### src/rtl/fpg_pkg.sv
package fpg_pkg;

    localparam int NUM_EV = 4;

    // register addresses
    localparam logic [1:0] ADDR_CTRL = 2'd0;
    localparam logic [1:0] ADDR_KEY  = 2'd1;

    // control register bit positions
    localparam int CTRL_DLEN_BIT = 0;
    localparam int CTRL_EMUL_BIT = 1;
    localparam int CTRL_ERR_BIT  = 7;

    localparam logic [7:0] DEFAULT_KEY = 8'hA5;

    typedef struct packed {
        logic alt_master;
        logic low_power;
        logic array_rd;
        logic irq;
    } pe_events_t;

    function automatic logic key_matches(input logic [7:0] k, input logic [7:0] ref_key);
        return k == ref_key;
    endfunction

endpackage

### src/rtl/fpg_regs.sv
module fpg_regs
    import fpg_pkg::*;
#(
    parameter int DATA_W = 8,
    parameter int ADDR_W = 2
) (
    input  logic              clk,
    input  logic              rst,
    input  logic              wr,
    input  logic [ADDR_W-1:0] addr,
    input  logic [DATA_W-1:0] wdata,
    input  logic              err_i,
    output logic              dl_en_o,
    output logic              emul_o,
    output logic [DATA_W-1:0] key_o,
    output logic [DATA_W-1:0] rdata
);

    logic              dl_en_q;
    logic              emul_q;
    logic [DATA_W-1:0] key_q;

    always_ff @(posedge clk) begin
        if (rst) begin
            dl_en_q <= 1'b0;
            emul_q  <= 1'b0;
            key_q   <= '0;
        end else if (wr) begin
            if (addr == ADDR_W'(ADDR_CTRL)) begin
                dl_en_q <= wdata[CTRL_DLEN_BIT];
                emul_q  <= wdata[CTRL_EMUL_BIT];
            end else if (addr == ADDR_W'(ADDR_KEY)) begin
                key_q <= wdata;
            end
        end
    end

    always_comb begin
        rdata = '0;
        if (addr == ADDR_W'(ADDR_CTRL)) begin
            rdata[CTRL_DLEN_BIT] = dl_en_q;
            rdata[CTRL_EMUL_BIT] = emul_q;
            rdata[CTRL_ERR_BIT]  = err_i;
        end else if (addr == ADDR_W'(ADDR_KEY)) begin
            rdata = key_q;
        end
    end

    assign dl_en_o = dl_en_q;
    assign emul_o  = emul_q;
    assign key_o   = key_q;

endmodule

### src/rtl/fpg_event_mon.sv
module fpg_event_mon
    import fpg_pkg::*;
#(
    parameter int N_EV = NUM_EV
) (
    input  logic            clk,
    input  logic            rst,
    input  logic            busy,
    input  logic [N_EV-1:0] ev,
    output logic            abort_o,
    output logic            err_o
);

    logic [N_EV-1:0] hit;
    logic            err_q;

    for (genvar i = 0; i < N_EV; i++) begin : g_gate
        assign hit[i] = busy & ev[i];
    end

    assign abort_o = |hit;

    always_ff @(posedge clk) begin
        if (rst)          err_q <= 1'b0;
        else if (abort_o) err_q <= 1'b1;
    end

    assign err_o = err_q;

endmodule

### src/rtl/fpg_perm.sv
module fpg_perm
    import fpg_pkg::*;
#(
    parameter int              DATA_W    = 8,
    parameter logic [DATA_W-1:0] KEY_VALUE = DEFAULT_KEY
) (
    input  logic [DATA_W-1:0] key,
    input  logic              dl_en,
    input  logic              emul,
    input  logic              err,
    output logic              dl_allow_o,
    output logic              pe_enable_o
);

    logic key_ok;
    assign key_ok      = (key == KEY_VALUE);
    assign pe_enable_o = key_ok & ~emul & ~err;
    assign dl_allow_o  = pe_enable_o & dl_en;

endmodule

### src/rtl/flash_pe_guard.sv
module flash_pe_guard
    import fpg_pkg::*;
#(
    parameter int                DATA_W    = 8,
    parameter int                ADDR_W    = 2,
    parameter logic [DATA_W-1:0] KEY_VALUE = DEFAULT_KEY
) (
    input  logic              clk,
    input  logic              rst,
    input  logic              reg_wr,
    input  logic [ADDR_W-1:0] reg_addr,
    input  logic [DATA_W-1:0] reg_wdata,
    output logic [DATA_W-1:0] reg_rdata,
    input  logic              pe_busy,
    input  logic              ev_irq,
    input  logic              ev_array_rd,
    input  logic              ev_sleep,
    input  logic              ev_alt_master,
    output logic              dl_allow,
    output logic              pe_enable,
    output logic              pe_abort,
    output logic              err_flag
);

    pe_events_t        evs;
    logic              dl_en, emul, err;
    logic [DATA_W-1:0] key;

    assign evs.irq        = ev_irq;
    assign evs.array_rd   = ev_array_rd;
    assign evs.low_power  = ev_sleep;
    assign evs.alt_master = ev_alt_master;

    fpg_regs #(.DATA_W(DATA_W), .ADDR_W(ADDR_W)) u_regs (
        .clk(clk), .rst(rst), .wr(reg_wr), .addr(reg_addr), .wdata(reg_wdata),
        .err_i(err), .dl_en_o(dl_en), .emul_o(emul), .key_o(key), .rdata(reg_rdata)
    );

    fpg_event_mon #(.N_EV(NUM_EV)) u_mon (
        .clk(clk), .rst(rst), .busy(pe_busy), .ev(evs),
        .abort_o(pe_abort), .err_o(err)
    );

    fpg_perm #(.DATA_W(DATA_W), .KEY_VALUE(KEY_VALUE)) u_perm (
        .key(key), .dl_en(dl_en), .emul(emul), .err(err),
        .dl_allow_o(dl_allow), .pe_enable_o(pe_enable)
    );

    assign err_flag = err;

endmodule

### config.mk
export PLATFORM = sky130hd
export DESIGN_NAME = flash_pe_guard
export DESIGN_NICKNAME = d
export VERILOG_FILES = /design/src/rtl/fpg_pkg.sv /design/src/rtl/fpg_regs.sv /design/src/rtl/fpg_event_mon.sv /design/src/rtl/fpg_perm.sv /design/src/rtl/flash_pe_guard.sv
export SDC_FILE = /design/constraint.sdc
export NUM_CORES = 1
export LEC_CHECK = 0
export ABC_CLOCK_PERIOD_IN_PS = 2200
export BUFFER_PORTS_ARGS = -buffer_cell sky130_fd_sc_hd__buf_2
export CORE_MARGIN = 2
export CORE_UTILIZATION = 40
export CTS_CLUSTER_DIAMETER = 60
export DETAILED_ROUTE_END_ITERATION = 10
export PLACE_DENSITY = 0.75
export SYNTH_ARGS = -nofsm -noshare
export SYNTH_HDL_FRONTEND = slang
export SYNTH_HIERARCHICAL = 1
export SYNTH_SLANG_ARGS = --single-unit
### constraint.sdc
create_clock -name clk -period 2.2 [get_ports clk]
set_input_delay 0.33 -clock clk [delete_from_list [all_inputs] [get_ports clk]]
set_output_delay 0.33 -clock clk [all_outputs]
set_load 0.01 [all_outputs]
* After elaboration in Yosys (flattened, before gate mapping)
Cells that the tools add are included. W data, S select, Z words.
Cells by class: equal/unequal tests 2, mux-type cells 4, bitwise gates (word level) 10, reductions and logical operators 4
Operators with widths (number):
- $eq A8 B8 Y1 const B | 1
- $mux W8 | 1
- $and A1 B1 Y1 | 7
- $mux W5 | 1
- $reduce_or A4 Y1 | 1
- $not A1 Y1 | 3
- $reduce_and A3 Y1 | 1
- $eq A2 B1 Y1 const B | 1
- $logic_not A2 Y1 | 1
- $mux W2 | 1
- $reduce_and A2 Y1 | 1
- $mux W1 | 1
Storage, ports and cells: register bits 11, input bits 18, output and inout port bits 12, word-level logic and storage cells 24

* Logic depth before layout (Yosys ltp)
Gate-level depths: netlist of the first run.
depth in word-level cells 4, depth in mapped cells 4, gate-level depth less buffers 2

* Cells and area by module
The synthesis of the first run kept the hierarchy.
Modules (own cells, without submodules):
- fpg_regs | instances 1, cells each 56, area an instance 543.0 µm², sequential area each 200.2 µm²
- fpg_perm | instances 1, cells each 6, area an instance 48.8 µm², sequential area each 0.0 µm²
- fpg_event_mon | instances 1, cells each 3, area an instance 41.3 µm², sequential area each 20.0 µm²

* Worst setup path before layout of the first run
Ideal clock, no wire load.
path kind register to output, start reg u_mon.err_q, in the netlist u_mon/err_o, end out dl_allow, data arrival time 1159 ps, data required time 1870 ps, slack 711 ps, stages on the path, launching flop included 3, buffers on the path 0, path through dfxtp_1 or4b_1 nor4_2
Between the ends: word-level cells in the longest chain between the ends 3
Ends and longest elaborated chain:
- start: declaration | line fpg_event_mon.sv:15 | logic err_q;
- start signal: assignment | line fpg_event_mon.sv:24 | if (rst) err_q <= 1'b0;
- start signal: assignment | line fpg_event_mon.sv:25 | else if (abort_o) err_q <= 1'b1;
- $not A1 Y1 | line fpg_perm.sv:17 | assign pe_enable_o = key_ok & ~emul & ~err;
- $and A1 B1 Y1 | line fpg_perm.sv:17
- $and A1 B1 Y1 | line fpg_perm.sv:18 | assign dl_allow_o = pe_enable_o & dl_en;
- end: declaration | line flash_pe_guard.sv:19 | output logic dl_allow,
Every way passes these cells.

* Final worst setup path of the first run
start reg u_regs.key_q[6], in the netlist u_regs/key_o[6], end out dl_allow
Between the ends: word-level cells in the longest chain between the ends 4
Ends and longest elaborated chain:
- start: declaration | line fpg_regs.sv:21 | logic [DATA_W-1:0] key_q;
- start signal: assignment | line fpg_regs.sv:33 | key_q <= wdata;
- $eq A8 B8 Y1 | line fpg_perm.sv:16 | assign key_ok = (key == KEY_VALUE);
- $and A1 B1 Y1 (2 in series) | line fpg_perm.sv:17
- $and A1 B1 Y1 | line fpg_perm.sv:18
Every way passes these cells.

==> results of run 1 <==
layout make-up:
| cell class | count | area [sq um] |
|---|---|---|
| clock buffer | 4 | 26.28 |
| multi-input combinational | 50 | 389.1 |
| inverter | 1 | 3.754 |
| fill | 141 | 684.4 |
| timing repair buffer | 29 | 145.1 |
| sequential | 11 | 220.2 |
| tap | 16 | 20.02 |
worst paths after layout:
path / start / to / slack (ps) / cells after the start
max: u_regs/key_o[6] / dl_allow / 330 / 3
min: reg_wdata[2] / u_regs/key_o[2] / 320 / 3
max reg2reg: u_regs/key_o[0] / u_regs/key_o[0] / 1540 / 2
min reg2reg: u_regs/key_o[2] / u_regs/key_o[2] / 480 / 2
power by group:
group / leakage, nW / total [W] / switching [W] / internal [W]
combinational: 0.271 / 0.0000618 / 0.0000276 / 0.0000343
sequential: 0.0897 / 0.000212 / 0.00000548 / 0.000207
clock: 0.0150 / 0.000136 / 0.0000658 / 0.0000701
synthesized netlist by cell type:
library cell and n:
inv_1 1, and2b_2 1, nand2b_1 19, nor2_1 3, and3b_1 1, dfxtp_1 11, or4b_1 1, nand3b_1 1
buf_2 1, nand4bb_1 1, o41a_1 1, nor3_1 1, and2_1 5, mux2i_1 13, buf_6 1, nor3b_2 1
nor4_2 1, clkbuf_1 1, o21ba_1 1
layer usage:
metal,up-vias,part of all wire,wire length (um)
met5,-,0,0
met4,0,0.020,26
met3,2,0.096,124
met2,24,0.47,612
met1,230,0.41,531
li1,281,-,-
worst min-delay path, cell delays in order:
cell and delay (ps):
buf_2 90, nand2b_1 60, mux2i_1 60
metrics by stage:
step / power [W] / hold WS (ps) / util / instances / worst slack (ps)
floorplan: 0.0002536 / 452.0 / - / 65 / 711.1
global placement: 0.0002781 / 469.2 / 0.5227 / 107 / 635.1
detailed placement: 0.0002803 / 479.1 / 0.5227 / 107 / 623.2
CTS: 0.0004186 / 314.3 / 0.5403 / 111 / 312.8
global route: 0.0004352 / 332.5 / 0.5403 / 111 / 257.9
finish: 0.0004100 / 324.1 / 0.5403 / 111 / 326.4
registers in the layout (all words and copies together) (netlist names):
name / cells
u_regs/key_o: 8
u_regs/dl_en_o: 1
u_regs/emul_o: 1
u_mon/err_o: 1
layout by cell type, fill, tap and decap left out, drive strengths merged:
cell type	count
and2	5
and2b	1
and3b	1
buf	29
clkbuf	4
dfxtp	11
inv	1
mux2i	13
nand2b	19
nand3b	1
nand4bb	1
nor2	3
nor3	1
nor3b	1
nor4	1
o21ba	1
o41a	1
or4b	1
logic make-up (layout without fill, tap and decap cells):
logic type      after synthesis  after routing  share of synthesized area
compound gates                2              2                    0.03360
buf+inv                       4             34                    0.03753
mux                          13             13                     0.2055
simple gates                 35             35                     0.3755
flops                        11             11                     0.3478
==> run metrics, run 1 <==
Mapped Cells 65; Die Height 43.79 um; Top Family by Delay on Critical Path simple AND/OR/NAND/NOR gates; vias in the first global route 523; DR DRC count 0; syn avg cell area 9.740 sq um; Final Skew 0 ps; met3 Track Usage GR 0.01667; GRT Max-Usage Layer met2; Hold Fails Final Rpt 0; Max Root-Sink Buffers 2; outcome finished, final reports clean; vias per cell 4.838; clock-pin slew on the worst setup and hold paths 70 ps; vias after detailed routing 537; unrepaired setup endpoints after global routing false; # port buffers 29; TritonCTS buffer count 3; Initial Util 0.4252; PwrDens 509.6 nW/um^2; Sink Count 11; register area share after synthesis 0.3478; Setup CP Type reg -> out; # diodes 0; Tot GR Track Use 0.1577; Ys Warns 6; Worst slew margin 0.7489; Setup crit end kind output pin; top cell type's share of synthesized area 0.3478; GR Util met1 0.1959; largest net degree at the start of global routing 20; dpl hpwl 986 um; Critical Path, Cell by Cell or4b_1 > nor4_2 > buf_2; post-route ant nets 0; First-pass DRT Iterations 4; Max Cap Violations 0; placed inst area 778.2 sq um; maximum fanout along the worst path 3; H-tree Lvls 1; Placer Congestion 0.6956; Synth cell types 19; grt total ovfl 0; area of the mapped netlist 633.1 sq um; IO Count 30; ranking of synthesized cells by area dfxtp_1, mux2i_1, nand2b_1, and2_1, nor3b_2; Peak supply drop 364.3 uV; Slew Limit Fails 0; worst skew pair latency 260 ps; first-pass GRT wire length 2180 um; Layout area overhead 27.08%; routed len/inst 11.66 um; # setup viols final 0; CORE AREA 1489 sq um; P_leak 0.3759 nW; crit share post-route 0.8517; master of the slowest instance on the critical path or4b_1; die width 43.79 um; Min-Delay Path Class in -> reg; detailed-route wire length 1294 um; post-synth top area cell dfxtp_1; Worst path max stage delay 580 ps; drt initial violations 4; initial antenna violation count 0; Data required, critical path 1870 ps; CTS Hold Bufs 0; # rows 14; final instance area 804.5 sq um; post-synthesis register bit count 11; Die ar. 1917 sq um; fmax 533.7 MHz; Nets 114; Worst setup SP type flip-flop; # resized after CTS 0; Syn Nets 83; met2 Track Usage GR 0.2441; CTS tree yes; Fin Setup TNS 0 ps; critical path arrival 1540 ps; share of layout cells above drive strength 1 0.3684; Worst Tran Pin Value 376.6 ps; CTS Root Cell clkbuf_4; post-CTS setup buffer count 0; Tmin final 1874 ps; Buf/Inv on CP 1
Power figures use the tool's default switching activity.
==> run 2: changes to the inputs <==
--- a/config.mk
+++ b/config.mk
@@ -5,13 +5,16 @@
 export SDC_FILE = /design/constraint.sdc
 export NUM_CORES = 1
 export LEC_CHECK = 0
-export ABC_CLOCK_PERIOD_IN_PS = 2200
+export ABC_CLOCK_PERIOD_IN_PS = 2190
 export BUFFER_PORTS_ARGS = -buffer_cell sky130_fd_sc_hd__buf_2
+export CELL_PAD_IN_SITES_DETAIL_PLACEMENT = 1
+export CELL_PAD_IN_SITES_GLOBAL_PLACEMENT = 1
 export CORE_MARGIN = 2
-export CORE_UTILIZATION = 40
+export CORE_UTILIZATION = 34
 export CTS_CLUSTER_DIAMETER = 60
 export DETAILED_ROUTE_END_ITERATION = 10
-export PLACE_DENSITY = 0.75
+export PLACE_DENSITY = 0.84
+export SETUP_SLACK_MARGIN = 0.02
 export SYNTH_ARGS = -nofsm -noshare
 export SYNTH_HDL_FRONTEND = slang
 export SYNTH_HIERARCHICAL = 1
==> constraint.sdc (replaced) <==
create_clock -name clk -period 2.19 [get_ports clk]
set_input_delay 0.3285 -clock clk [delete_from_list [all_inputs] [get_ports clk]]
set_output_delay 0.3285 -clock clk [all_outputs]
set_load 0.01 [all_outputs]
==> run 2 against run 1 <==
Compared with the run above:
- clock-buffer cell count unchanged
- critical path depth unchanged
- sequential cell count is the same
- clock power barely moved
- sequential power about the same
- total power is 1.3% higher
- sequential share of layout area down 0.38 points
- die area is 16% higher
- via count is 7.3% higher
==> run metrics, run 2 (synthesis results as in run 1) <==
Die ar. 2223 sq um; die width 47.15 um; Tot Pwr 0.0004155 W; First-pass DRT Iterations 2; Sink Count 11; Setup CP Type reg -> out; outcome finished, final reports clean; Setup crit end kind output pin; Data required, critical path 1860 ps; largest net degree at the start of global routing 20; fillcell total 226; Worst setup SP type flip-flop; number of flip-flops in the largest register 8; Peak supply drop 281.8 uV; most frequent cells in the layout buf_2, nand2b_1, mux2i_1; grt total ovfl 0; Tot GR Track Use 0.1725; share of layout cells above drive strength 1 0.3684; CTS Hold Bufs 0; Tmin final 1899 ps; Min-Delay Path Class in -> reg; H-tree Lvls 1; critical path arrival 1570 ps; Final Skew 0 ps; dpl hpwl 1301 um; initial antenna violation count 0; worst skew pair latency 270 ps; # rows 15; clock-pin slew on the worst setup and hold paths 70 ps; Hold Fails Final Rpt 0; vias in the first global route 604; # setup viols final 0; first-pass GRT wire length 2566 um; unrepaired setup endpoints after global routing false; PwrDens 509.3 nW/um^2; Fin Setup TNS 0 ps; CTS Root Cell clkbuf_4; drt initial violations 5; detailed-route wire length 1571 um; Nets 114; Worst slew margin 0.7357; P_leak 0.3759 nW; vias after detailed routing 576; post-route ant nets 0; Max Cap Violations 0; routed len/inst 13.09 um; TritonCTS buffer count 3; commonest non-fill, non-tap cell in the layout buf_2; Placer Congestion 0.7195; fmax 526.6 MHz; # port buffers 29; Worst Tran Pin Value 396.4 ps; Layout area overhead 28.85%; IO Count 30; pre-CTS setup slack 585.5 ps; # resized after CTS 0; Die Height 47.15 um; Max Root-Sink Buffers 2; Slew Limit Fails 0; maximum fanout along the worst path 3; crit share post-route 0.8672; vias per cell 4.800; CORE AREA 1745 sq um; Initial Util 0.3627; # diodes 0; DR DRC count 0; post-CTS setup buffer count 0; CTS tree yes; final worst slack 290.9 ps
==> run 2: cell counts in the layout (fill, tap and decap cells not counted) <==
Identical to the previous run, type by type.
==> run 2: final timing paths <==
kind,start,end,slack [ps],depth (start not counted)
setup / recovery,u_regs/key_o[6],dl_allow,290,3
hold / removal,reg_wdata[2],u_regs/key_o[2],320,3
setup reg to reg,u_regs/key_o[7],u_regs/key_o[7],1560,2
hold reg to reg,u_regs/key_o[3],u_regs/key_o[3],490,2
==> run 2: where the power goes <==
part	switching, W	internal (W)	leakage, nW	total (W)
Clock	0.0000671	0.0000706	0.0150	0.000138
Combinational	0.0000295	0.0000344	0.271	0.0000639
Sequential	0.00000594	0.000208	0.0897	0.000214
==> run 2: worst max-delay path: stages, from the launching register on <==
cell	delay, ps
dfxtp_1	320
or4b_1	580
nor4_2	230
buf_2	170
==> run 2: layer usage <==
metal	global-route usage	up-vias	part of all wire	routed length [um]
li1	-	281	-	-
met1	0.1837	269	0.40	635
met2	0.3123	22	0.52	811
met3	0.01154	4	0.054	85
met4	0.1333	0	0.025	39
met5	0	-	0	0
==> run 2: metrics by stage <==
step	hold WS [ps]	utilization	area [sq um]	instances
2_1_floorplan	452.0	-	633.1	65
3_3_place_gp	465.6	0.4523	789.5	116
3_5_place_dp	479.4	0.4523	789.5	116
4_1_cts	311.0	0.4674	815.8	120
5_1_grt	330.6	0.4674	815.8	120
6_report	320.1	0.4674	815.8	120
==> run 2: final cells by class <==
| type | count | area [sq um] | area share |
|---|---|---|---|
| multi-input combinational | 50 | 389.1 | 0.4770 |
| sequential | 11 | 220.2 | 0.2699 |
| timing repair buffer | 29 | 145.1 | 0.1779 |
| tap | 25 | 31.28 | 0.03834 |
| clock buffer | 4 | 26.28 | 0.03221 |
| inverter | 1 | 3.754 | 0.004601 |
==> run 3: changes to the inputs <==
--- a/config.mk
+++ b/config.mk
@@ -5,12 +5,13 @@
 export SDC_FILE = /design/constraint.sdc
 export NUM_CORES = 1
 export LEC_CHECK = 0
+export ABC_AREA = 1
 export ABC_CLOCK_PERIOD_IN_PS = 2190
 export BUFFER_PORTS_ARGS = -buffer_cell sky130_fd_sc_hd__buf_2
 export CELL_PAD_IN_SITES_DETAIL_PLACEMENT = 1
 export CELL_PAD_IN_SITES_GLOBAL_PLACEMENT = 1
 export CORE_MARGIN = 2
-export CORE_UTILIZATION = 34
+export CORE_UTILIZATION = 30
 export CTS_CLUSTER_DIAMETER = 60
 export DETAILED_ROUTE_END_ITERATION = 10
 export PLACE_DENSITY = 0.84
==> run 3 against run 2 <==
Compared with the run above:
- routed wire length increased by 0.89%
- critical path depth up 2
- final cell count grew 34%
==> run metrics, run 3 <==
fin cells 161; Die Height 49.30 um; clock-pin slew on the worst setup and hold paths 70 ps; multiplexer share of the synthesized area 0; # port buffers 29; synth cell count leaders nor2_1, nand2_1, inv_1; ys async rst share 0; # resized after CTS 0; Sink Count 11; largest net degree at the start of global routing 17; fillcell total 294; outcome finished, final reports clean; Fin Setup TNS 0 ps; post-synthesis adder-cell area fraction 0; First-pass DRT Iterations 1; # setup viols final 0; worst r2r dst u_regs/key_o[7]; first-pass GRT wire length 2663 um; Hold Crit Endpoint u_mon/err_o; DR DRC count 0; worst skew pair latency 260 ps; top cell type's share of synthesized area 0.3577; post-synth top area cell dfxtp_1; unrepaired setup endpoints after global routing false; ranking of synthesized cells by area dfxtp_1, nor2_1, nand2_1, inv_1, nand2_2; TritonCTS buffer count 3; placed insts 157; critical path arrival 1170 ps; Slew Limit Fails 0; post-CTS setup buffer count 0; detailed-route wire length 1585 um; crit share post-route 0.6835; Setup crit end kind output pin; initial antenna violation count 0; Tot GR Track Use 0.1420; Worst Tran Pin Value 419.6 ps; most frequent cell on the critical path buf_2; CTS Root Cell clkbuf_4; Layout area overhead 31.50%; largest family of logic cells by synthesized area simple AND/OR/NAND/NOR gates; IO Count 30; dpl hpwl 1276 um; Tmin final 1497 ps; # rows 16; Ys Warns 6; Max Cap Violations 0; post-route ant nets 0; Die ar. 2430 sq um; Critical Path, Cell by Cell buf_2 > nor2_1 > nand2_1 > o21ai_0 > buf_2; syn avg cell area 6.035 sq um; # diodes 0; P_leak 0.4557 nW; Mapped Cells 102; Peak supply drop 218.1 uV; Min-Delay Path Class in -> reg; Data required, critical path 1860 ps; share of layout cells above drive strength 1 0.2985; Nets 153; routed len/inst 9.845 um; post-synthesis register bit count 11; grt total ovfl 0; register area share after synthesis 0.3577; CTS tree yes; Register-to-Register Path Depth 4; PwrDens 532.9 nW/um^2; area of the mapped netlist 615.6 sq um; H-tree Lvls 1; Synth Area in Simple Gates 0.4350; Post-synth top flop dfxtp_1; worst hold start rst; Setup CP Type in -> out; r2r startpoint u_regs/key_o[7]; r2r setup slk 1530 ps; fmax 668.1 MHz; master of the slowest instance on the critical path nor2_1; Core Util, Final 0.4169; Syn Nets 120; Worst setup SP type primary input; CTS Hold Bufs 0; vias per cell 4.304; vias in the first global route 677; maximum fanout along the worst path 7; Worst slew margin 0.7192; Synth cell types 14; Max Root-Sink Buffers 2; final instance area 809.5 sq um; Hold Fails Final Rpt 0; post-synthesis xor/xnor area fraction 0; EDFF count, synth 0; Initial Util 0.3170; vias after detailed routing 693; number of flip-flops in the largest register 8; drt initial violations 0; commonest non-fill, non-tap cell in the layout buf_2; Worst path max stage delay 330 ps; most common cell in the netlist nor2_1; WHS Path Cells 2; most frequent cells in the layout buf_2, nor2_1, nand2_1; Synth Area in Compound Gates 0.05488; Placer Congestion 0.7964; die width 49.30 um; Tot Pwr 0.0004314 W; placed inst area 783.3 sq um; CORE AREA 1942 sq um; Final Skew 0 ps
==> run 3: worst max-delay path: cells and delay by family <==
| kind | cells | cell delay (ps) |
|---|---|---|
| buffers and inverters | 2 | 300 |
| AO/OA/AOI/OAI | 1 | 120 |
| AND/OR/NAND/NOR | 2 | 410 |
==> run 3: cell families (layout without fill, tap and decap cells) <==
| group | count (synthesis) | count (layout) |
|---|---|---|
| flops | 11 | 11 |
| simple gates | 62 | 62 |
| compound gates | 6 | 6 |
| buf+inv | 23 | 55 |
==> run 3: area by class of cell <==
type | instances | area (sq um) | share of cell area
clock buffers | 4 | 26.28 | 0.03246
inverters | 22 | 82.58 | 0.1020
multi-input cells | 68 | 301.5 | 0.3725
flip-flops and latches | 11 | 220.2 | 0.2720
well taps | 27 | 33.78 | 0.04173
repair buffers | 29 | 145.1 | 0.1793
==> run 3: through the flow <==
step | worst slack, ps | hold slack, ps
finish | 693.1 | 229.1
global route | 600.7 | 215.2
CTS | 681.8 | 216.0
detailed placement | 699.2 | 491.6
global placement | 754.4 | 493.6
floorplan | 1006 | 390.9
==> run 3: metal layers <==
layer / vias up / wire [um] / global-route usage
met3: 2 / 93 / 0.03067
li1: 358 / - / -
met1: 309 / 693 / 0.1479
met4: 0 / 16 / 0.07143
met2: 24 / 782 / 0.2635
met5: - / 0 / 0
==> run 3: worst max path at each step <==
stage | start | end | slack [ps] | cells after the start
after detailed placement | reg_addr[1] | reg_rdata[1] | 700 | 5
final | reg_addr[0] | reg_rdata[1] | 690 | 5
after global placement | reg_addr[0] | reg_rdata[1] | 750 | 5
after floorplan | reg_addr[1] | reg_rdata[0] | 1010 | 3
after global routing | reg_addr[0] | reg_rdata[1] | 600 | 5
after CTS | u_mon/err_o | dl_allow | 680 | 6
==> run 3: report_power, final <==
part / leakage (nW) / internal (W) / switching (W)
clock: 0.0150 / 0.0000705 / 0.0000665
combinational: 0.350 / 0.0000312 / 0.0000456
sequential: 0.0902 / 0.000211 / 0.00000651
